<file path="config.mk">
export PLATFORM = sky130hd
export DESIGN_NAME = tdm_frame_deser
export DESIGN_NICKNAME = d
export VERILOG_FILES = /design/src/rtl/tdm_pkg.sv /design/src/rtl/tdm_deser_ctrl.sv /design/src/rtl/tdm_deser_dp.sv /design/src/rtl/tdm_frame_deser.sv
export SDC_FILE = /design/constraint.sdc
export NUM_CORES = 1
export LEC_CHECK = 0
export BUFFER_PORTS_ARGS = -buffer_cell sky130_fd_sc_hd__buf_4
export CAP_MARGIN = 20
export CORE_MARGIN = 2
export CORE_UTILIZATION = 48
export DETAILED_ROUTE_END_ITERATION = 10
export PLACE_DENSITY = 0.74
export SLEW_MARGIN = 10
export SYNTH_ARGS = -nofsm -noshare
export SYNTH_HDL_FRONTEND = slang
export SYNTH_SLANG_ARGS = --single-unit
</file>
<file path="constraint.sdc">
create_clock -name clk -period 3.9 [get_ports clk]
set_input_delay 0.585 -clock clk [delete_from_list [all_inputs] [get_ports clk]]
set_output_delay 0.585 -clock clk [all_outputs]
set_load 0.01 [all_outputs]
</file>
<file path="src/rtl/tdm_pkg.sv">
package tdm_pkg;
  localparam int PKT_W      = 32;
  localparam int SAMPLE_W   = 24;
  localparam int ID_W       = 5;
  localparam int ADDR_W     = 8;
  localparam int CDATA_W    = 8;
  localparam int CHAN_W     = 3;

  // Field positions inside a 32-bit command packet.
  localparam int CMD_ID_LSB   = 27;
  localparam int CMD_EXT_POS  = 26;
  localparam int CMD_ADDR_LSB = 16;
  localparam int CMD_DATA_LSB = 8;

  // Strobes handed from the control to the datapath on a packet boundary.
  typedef struct packed {
    logic              cmdLoad;
    logic              audioLoad;
    logic [CHAN_W-1:0] chanIdx;
  } tdmStrobe_t;
endpackage

</file>
<file path="src/rtl/tdm_deser_ctrl.sv">
module tdm_deser_ctrl
  import tdm_pkg::*;
#(
  parameter int OWN_CH  = 2,
  parameter int MAX_DEV = 30,
  parameter int SLOT_W  = 8
) (
  input  logic            clk,
  input  logic            rstN,
  input  logic            frameSync,
  input  logic            chainIn,
  input  logic [ID_W-1:0] hdrId,
  input  logic            hdrExt,
  output tdmStrobe_t      strobe,
  output logic            chainOut,
  output logic [ID_W-1:0] devId,
  output logic            idValid
);
  localparam int OFF_LIM = 2 * MAX_DEV;
  localparam int OFF_W   = $clog2(OFF_LIM + 1);
  localparam int BIT_W   = $clog2(PKT_W);
  localparam int NUM_W   = SLOT_W + ID_W + $clog2(OWN_CH + 1) + 1;

  logic              fsPrev;
  logic              inFrame;
  logic [BIT_W-1:0]  bitCnt;
  logic [SLOT_W-1:0] slotCnt;
  logic [OFF_W-1:0]  offCnt;
  logic              extPend;
  logic [1:0]        chainDly;

  logic              frameStart;
  logic              lastBit;
  logic [OFF_W-1:0]  curOff;
  logic              idHit;
  logic              idMatch;
  logic              cmdSlot;
  logic [NUM_W-1:0]  chanNum;
  logic [NUM_W-1:0]  chanBase;
  logic [OWN_CH-1:0] chanHit;

  assign frameStart = frameSync & ~fsPrev;
  assign lastBit    = inFrame & ~frameStart & (bitCnt == BIT_W'(PKT_W - 1));
  assign curOff     = frameStart ? '0 : offCnt;
  assign idHit      = chainIn & (frameStart | inFrame) & ~idValid
                      & (curOff < OFF_W'(OFF_LIM));
  assign idMatch    = idValid & (hdrId == devId);
  assign cmdSlot    = (slotCnt == '0) | ((slotCnt == SLOT_W'(1)) & extPend);
  assign chainOut   = chainDly[1];

  // Channel numbering is 1-based and starts after the command packet(s).
  assign chanNum  = NUM_W'(slotCnt) - NUM_W'(extPend);
  assign chanBase = (NUM_W'(devId) - NUM_W'(1)) * NUM_W'(OWN_CH);

  for (genvar k = 0; k < OWN_CH; k++) begin : g_chan
    assign chanHit[k] = (chanNum == chanBase + NUM_W'(k + 1));
  end

  always_comb begin
    strobe         = '0;
    strobe.cmdLoad = lastBit & cmdSlot & idMatch;
    strobe.audioLoad = lastBit & ~cmdSlot & idValid & (|chanHit);
    for (int k = 0; k < OWN_CH; k++) begin
      if (chanHit[k]) strobe.chanIdx = CHAN_W'(k);
    end
  end

  always_ff @(posedge clk or negedge rstN) begin
    if (!rstN) begin
      fsPrev   <= 1'b0;
      chainDly <= '0;
    end else begin
      fsPrev   <= frameSync;
      chainDly <= {chainDly[0], chainIn};
    end
  end

  always_ff @(posedge clk or negedge rstN) begin
    if (!rstN) begin
      inFrame <= 1'b0;
      bitCnt  <= '0;
      slotCnt <= '0;
      offCnt  <= '0;
      extPend <= 1'b0;
    end else if (frameStart) begin
      inFrame <= 1'b1;
      bitCnt  <= BIT_W'(1);
      slotCnt <= '0;
      offCnt  <= OFF_W'(1);
      extPend <= 1'b0;
    end else if (inFrame) begin
      bitCnt <= bitCnt + BIT_W'(1);
      if (lastBit) begin
        if (slotCnt != '1) slotCnt <= slotCnt + SLOT_W'(1);
        if (slotCnt == '0) extPend <= hdrExt;
      end
      if (offCnt != OFF_W'(OFF_LIM)) offCnt <= offCnt + OFF_W'(1);
    end
  end

  always_ff @(posedge clk or negedge rstN) begin
    if (!rstN) begin
      idValid <= 1'b0;
      devId   <= '0;
    end else if (idHit) begin
      idValid <= 1'b1;
      devId   <= ID_W'(curOff >> 1) + ID_W'(1);
    end
  end
endmodule

</file>
<file path="src/rtl/tdm_deser_dp.sv">
module tdm_deser_dp
  import tdm_pkg::*;
(
  input  logic                clk,
  input  logic                rstN,
  input  logic                sdIn,
  input  tdmStrobe_t          strobe,
  output logic [ID_W-1:0]     hdrId,
  output logic                hdrExt,
  output logic                cmdValid,
  output logic [ADDR_W-1:0]   cmdAddr,
  output logic [CDATA_W-1:0]  cmdData,
  output logic                audioValid,
  output logic [CHAN_W-1:0]   audioChan,
  output logic [SAMPLE_W-1:0] audioData
);
  // The 31 earlier bits sit in shiftReg; packet bit n lives at shiftReg[n-1]
  // in the cycle its bit 0 is on sdIn.
  logic [PKT_W-2:0] shiftReg;

  assign hdrId  = shiftReg[CMD_ID_LSB-1 +: ID_W];
  assign hdrExt = shiftReg[CMD_EXT_POS-1];

  always_ff @(posedge clk or negedge rstN) begin
    if (!rstN) shiftReg <= '0;
    else       shiftReg <= {shiftReg[PKT_W-3:0], sdIn};
  end

  always_ff @(posedge clk or negedge rstN) begin
    if (!rstN) begin
      cmdValid   <= 1'b0;
      cmdAddr    <= '0;
      cmdData    <= '0;
      audioValid <= 1'b0;
      audioChan  <= '0;
      audioData  <= '0;
    end else begin
      cmdValid   <= strobe.cmdLoad;
      audioValid <= strobe.audioLoad;
      if (strobe.cmdLoad) begin
        cmdAddr <= shiftReg[CMD_ADDR_LSB-1 +: ADDR_W];
        cmdData <= shiftReg[CMD_DATA_LSB-1 +: CDATA_W];
      end
      if (strobe.audioLoad) begin
        audioChan <= strobe.chanIdx;
        audioData <= shiftReg[PKT_W-2 -: SAMPLE_W];
      end
    end
  end
endmodule

</file>
<file path="src/rtl/tdm_frame_deser.sv">
module tdm_frame_deser
  import tdm_pkg::*;
#(
  parameter int OWN_CH  = 2,
  parameter int MAX_DEV = 30,
  parameter int SLOT_W  = 8
) (
  input  logic                clk,
  input  logic                rstN,
  input  logic                frameSync,
  input  logic                sdIn,
  input  logic                chainIn,
  output logic                chainOut,
  output logic [ID_W-1:0]     devId,
  output logic                idValid,
  output logic                cmdValid,
  output logic [ADDR_W-1:0]   cmdAddr,
  output logic [CDATA_W-1:0]  cmdData,
  output logic                audioValid,
  output logic [CHAN_W-1:0]   audioChan,
  output logic [SAMPLE_W-1:0] audioData
);
  tdmStrobe_t      strobe;
  logic [ID_W-1:0] hdrId;
  logic            hdrExt;

  tdm_deser_ctrl #(
    .OWN_CH (OWN_CH),
    .MAX_DEV(MAX_DEV),
    .SLOT_W (SLOT_W)
  ) ctrl_i (
    .clk      (clk),
    .rstN     (rstN),
    .frameSync(frameSync),
    .chainIn  (chainIn),
    .hdrId    (hdrId),
    .hdrExt   (hdrExt),
    .strobe   (strobe),
    .chainOut (chainOut),
    .devId    (devId),
    .idValid  (idValid)
  );

  tdm_deser_dp dp_i (
    .clk       (clk),
    .rstN      (rstN),
    .sdIn      (sdIn),
    .strobe    (strobe),
    .hdrId     (hdrId),
    .hdrExt    (hdrExt),
    .cmdValid  (cmdValid),
    .cmdAddr   (cmdAddr),
    .cmdData   (cmdData),
    .audioValid(audioValid),
    .audioChan (audioChan),
    .audioData (audioData)
  );
endmodule

</file>
; After elaboration in Yosys (flattened, before gate mapping)
; Index checks and enable logic that the tools add are counted.
[word_totals]
regBits = 106
latchBits = 0
mem_bits_rw = 0
rom_bits = 0
in_bits = 5
out_inout_bits = 52
wordCells = 76
mem_count = 0
[classes]
addsub = 8
n_mul = 0
div = 0
order_cmp = 1
n_eq_ne = 7
shifts = 0
muxes = 15
n_bitwise = 19
reduce_logical = 10
[op_table]
columns = op, n
row1 = $eq 16x16->1, 2
row2 = $mux 8, 4
row3 = $mux 6, 4
row4 = $add 16x1->16 const B, 1
row5 = $add 16x2->16 const B, 1
row6 = $and 1x1->1, 13
row7 = $add 5x1->5 const B, 2
row8 = $mux 5, 2
row9 = $reduce_bool 2->1, 5
row10 = $sub 8x1->9, 1
row11 = $add 8x1->8 const B, 1
row12 = $eq 8x1->1 const B, 1
row13 = $logic_not 8->1, 1
row14 = $ne 8x8->1 const B, 1
row15 = $add 6x1->6 const B, 1
row16 = $lt 6x6->1 const B, 1
row17 = $ne 6x6->1 const B, 1
row18 = $reduce_and 3->1, 2
row19 = $sub 5x1->6 const B, 1
row20 = $eq 5x5->1, 1
row21 = $eq 5x5->1 const B, 1
row22 = $mux 1, 5
row23 = $not 1->1, 4
row24 = $or 1x1->1, 2
row25 = 2 further kinds, 2

; Depth between registers and ports, before layout
[depth]
depth_word = 8
ltp_mapped = 15

; By module
; A second synthesis with hierarchy kept.
[hier_totals]
cells_unflattened = 370
area_unflattened_um2 = 4705.8
[modules_own_cells]
columns = module, instances, cells_per_inst, area_each_um2, seq_area_each_um2
row1 = tdm_deser_dp, 1, 129, 2610.0, 1901.8
row2 = tdm_deser_ctrl, 1, 241, 2095.8, 750.7

; Worst setup path before layout
; Ideal clock, no wire load.
[synth_timing]
path_type = register to register
startpoint = reg ctrl_i.devId[0]
endpoint = reg dp_i.audioData[10]
arrival_ps = 3289
required_ps = 3775
slack_ps = 486
path_stages_with_launch = 15
path_buffers = 2
synth_period_minus_slack_ps = 3414
path_cell_list = dfrtp_1 clkbuf_1 inv_1 ha_1 a2111oi_0 a31oi_1 ha_1 xor2_1 and3_1 nor3_1 nand4_1 nor2b_1 a22oi_4 buf_6 mux2_4
[synth_via]
elab_chain_cells = 5
elab_cells_between_ends = 7
cone_classes = add/sub (3) / eq/ne (2) / bitwise (1) / reduce/logical (1)
[synth_lines]
columns = element, line_no
row1 = from (decl), tdm_deser_ctrl.sv:16  ; output logic [ID_W-1:0] devId,
row2 = from (signal assigned), tdm_deser_ctrl.sv:107  ; devId <= ID_W'(curOff >> 1) + ID_W'(1);
row3 = $sub 5x1->6 (*), tdm_deser_ctrl.sv:53  ; assign chanBase = (NUM_W'(devId) - NUM_W'(1)) * NUM_W'(OWN_CH);
row4 = $add 16x1->16 or $add 16x2->16 (tied branches), tdm_deser_ctrl.sv:56  ; assign chanHit[k] = (chanNum == chanBase + NUM_W'(k + 1));
row5 = $eq 16x16->1, tdm_deser_ctrl.sv:56
row6 = $reduce_or 2->1 (*), tdm_deser_ctrl.sv:62  ; strobe.audioLoad = lastBit & ~cmdSlot & idValid & (|chanHit);
row7 = $and 1x1->1 (*), tdm_deser_ctrl.sv:62
row8 = to (signal assigned), tdm_deser_dp.sv:46  ; audioData <= shiftReg[PKT_W-2 -: SAMPLE_W];
row9 = to (decl), tdm_deser_dp.sv:15  ; output logic [SAMPLE_W-1:0] audioData
; Mark *: on every way between the ends. The rest lies on a longest branch, timed or not.
; A chain may end at the register's enable or synchronous reset.

; Worst setup path after layout
[layout_timing]
startpoint = reg ctrl_i.devId[1]
endpoint = reg dp_i.audioData[22]
; Same word-level chain as after synthesis.

==> results.cfg <==
[logic_synthesis]
synth_top_area_share_pct = 55.39
synth_top_cell_by_area = dfrtp_1
synthArstFlopShare_pct = 100.0
ys.flop_type = dfrtp_1
ys_ff_latch = 104
synth_cells = 416
synth.cell_area_um2 = 4698
synth.yosys.seq_area_share_pct = 55.39
avgSynthCellArea_um2 = 11.29
synth_warnings = 0
synth_edf_count = 0
yosys-top-cells-area = dfrtp_1 55%, mux2_4 6.4%, nand2_1 5.4%
synthDistinctLibCells = 45

[setup_path]
cp_cell_sequence = inv_1 -> ha_1 -> a2111oi_1 -> a31oi_1 -> ha_1 -> xor2_1 -> and3_1 -> nor3_1 -> nand4_1 -> nor2b_2 -> a22oi_2 -> buf_12 -> mux2_4
cpPeakStageDelay_ps = 490
critPathArrivalTime_ps = 3920
endpoint_kind = register
setup.worst_path.class = register to register
critPathTopFamily = simple AND/OR/NAND/NOR gates
critical_path_buf_inv_count = 2
worst_ep_required_time_ps = 4160
worstSetupStartpointType = register
crit_path_max_fanout = 11
crit_top_cell = ha_1
crit_slowest_cell = dfrtp_1

[run_status]
status = finished clean

[timing]
hold_viol = 0
max_clock_freq_ghz = 0.2730
layout_worst_path_cycle_share_pct = 93.92
max-slew-margin-rel_pct = 31.91
setup_viol = 0
finalClockSkew_ps = 18.34
rsz0062_at_grt = no
fin_tns_setup_ps = 0
period_minus_slack_ps = 3663
fin_ws_ps = 237.0
worst_pin_slew_ps = 1019
slew_viol_final = 0

[clocking]
postCtsHoldBufs = 0
h-tree-depth = 3
clock_path_buffers = 2
insertion_delay_ps = 370
path_clk_slew_ps = 100
cts_sinks = 104
numCtsBuffers = 9
cts_root_buf = clkbuf_8
cts_tree = done

[global_routing]
grt_overflow = 0
grt_pass1_vias = 2901
antenna_found_initial = 0
grt_max_degree = 76
track_usage_pct = 17.74
grt_pass1_wl_um = 14630

[worst_hold_path]
min_path_type = input pin to asynchronous set/reset pin

[pwr]
vdd_drop_max_mv = 0.2871
p_total_uw = 2522
cellLeakagePower_uw = 0.002739
powerDensity_nw_per_um2 = 462.3

[final_layout]
fillerInstances = 815
postLayoutCoreUtil_pct = 56.59
nets = 487
num_antenna_cells = 0
stdcell_count = 606
area_growth_pct = 16.11
drive_gt1_share_pct = 22.62

[routing]
wl_per_cell_um = 15.10
wl_met3_um = 306
drtIter0Drc = 140
top_layer = met4
wl_um = 9149
num_vias = 3115
ant_nets = 0
via_per_inst = 5.140
dr.pass1.iters = 4
met2_length_um = 4369
drc_errors = 0
wl_met1_um = 4345

[die]
initial_core_util_pct = 48.74
die-area_um2 = 10600
num_rows = 36
core_um2 = 9639
die_x_um = 102.9
io_pins = 57
fp.dieH_um = 102.9

[job]
cap_viol_max_count = 0

[placement]
dp_slack_ps = 72.97
gp_congestion = 0.8344
dp_hpwl_um = 6300
port_buffers = 54
place_inst = 588
cells in the mapped netlist, types with 2 or more instances:
library cell / number
xnor2_1: 19
o21ai_1: 2
buf_4: 2
o21a_1: 2
nand4b_1: 2
mux2_4: 20
nor2b_1: 5
mux2_1: 4
inv_1: 10
dfrtp_1: 104
nor2_1: 29
or3_1: 6
nor3b_1: 4
ha_1: 14
clkbuf_1: 15
nor3_2: 2
and3_1: 4
buf_2: 2
nand2_1: 68
nor3_1: 6
nor4_1: 7
nand3_1: 12
nand4_1: 12
o21ai_0: 9
mux2i_1: 6
a21oi_1: 9
nand2b_1: 6
buf_6: 3
xnor3_1: 2
xor2_1: 14
and2_1: 2
logic make-up after synthesis:
family | after synthesis | share of synthesized area (%)
multiplexers | 30 | 8.629
flip-flops | 104 | 55.39
buffers and inverters | 34 | 3.408
other | 1 | 0.07982
adder cells (fa/ha/maj) | 14 | 3.728
XOR/XNOR | 35 | 7.111
AND/OR/NAND/NOR | 169 | 17.71
AO/OA/AOI/OAI | 29 | 3.941
registers in the layout, indices dropped and copies added (netlist names), 2 cells and up:
register / flops
ctrl_i.bitCnt: 5
ctrl_i.chainDly: 2
ctrl_i.devId: 5
ctrl_i.offCnt: 6
ctrl_i.slotCnt: 8
dp_i.audioData: 24
dp_i.cmdAddr: 8
dp_i.cmdData: 8
dp_i.shiftReg: 31
path summary, 6_finish.rpt:
path / endpoint / cells past startpoint / from / slack, ps
min in group clk: dp_i.shiftReg[0]$_DFF_PN0_ / 1 / sdIn / 330
worst max-delay path: dp_i.audioData[22]$_DFFE_PN0P_ / 13 / ctrl_i.devId[1]$_DFFE_PN0P_ / 240
worst min register to register: dp_i.shiftReg[1]$_DFF_PN0_ / 0 / dp_i.shiftReg[0]$_DFF_PN0_ / 360
worst min-delay path: ctrl_i.fsPrev$_DFF_PN0_ / 1 / rstN / 330
max in group asynchronous: dp_i.cmdAddr[6]$_DFFE_PN0P_ / 2 / rstN / 2770
worst max register to register: dp_i.audioData[22]$_DFFE_PN0P_ / 13 / ctrl_i.devId[1]$_DFFE_PN0P_ / 240
report_power, final:
group,internal (µW),leakage [µW],switching (µW),total [µW]
logic,255,0.00129,335,590
clock network,313,0.000106,386,699
registers,1150,0.00134,85.5,1230
total,1720,0.00274,806,2520
stage by stage:
stage	hold WS [ps]	area, µm²
final	325.2	5455
after global routing	297.7	5455
after CTS	313.0	5419
after detailed placement	336.3	5207
after global placement	337.4	5207
after floorplan	289.4	4702
metal layers:
| metal | vias to the layer above | global-route usage, % |
|---|---|---|
| li1 | 1508 | - |
| met1 | 1540 | 25.96 |
| met2 | 56 | 26.77 |
| met3 | 11 | 3.661 |
| met4 | 0 | 5.567 |
| met5 | - | 0 |
cell type report:
| cell class | instances | area, µm² | area share [%] |
|---|---|---|---|
| sequential | 104 | 2603 | 47.71 |
| clock buffer | 10 | 127.6 | 2.339 |
| clock inverter | 6 | 83.83 | 1.537 |
| inverter | 11 | 41.29 | 0.7569 |
| tap | 133 | 166.4 | 3.050 |
| timing repair buffer | 62 | 478.0 | 8.761 |
| multi-input combinational | 280 | 1956 | 35.85 |
timing repair:
item,in CTS,in global routing
resized for setup,0,2
setup endpoints to repair,0,24
setup buffers,0,1
worst reg2reg max path, stage by stage (launching register included):
cell and delay [ps]:
dfrtp_1 490, inv_1 130, ha_1 360, a2111oi_1 490
a31oi_1 130, ha_1 320, xor2_1 150, and3_1 200
nor3_1 220, nand4_1 140, nor2b_2 280, a22oi_2 150
buf_12 210, mux2_4 290
cells in the final DEF, fill, tap and decap left out, types with 2 or more instances in the layout:
cell	n
a21oi_1	9
and2_1	2
and3_1	4
buf_4	61
clkbuf_8	9
conb_1	2
dfrtp_1	104
ha_1	14
inv_1	10
inv_6	2
mux2_1	4
mux2_4	20
mux2i_1	6
nand2_1	68
nand2b_1	6
nand3_1	12
nand4_1	12
nand4b_1	2
nor2_1	29
nor2b_1	4
nor3_1	6
nor3_2	2
nor3b_1	4
nor4_1	7
o21a_1	2
o21ai_0	9
o21ai_1	2
or3_1	6
xnor2_1	19
xnor3_1	2
xor2_1	14
Power figures use the tool's default switching activity.
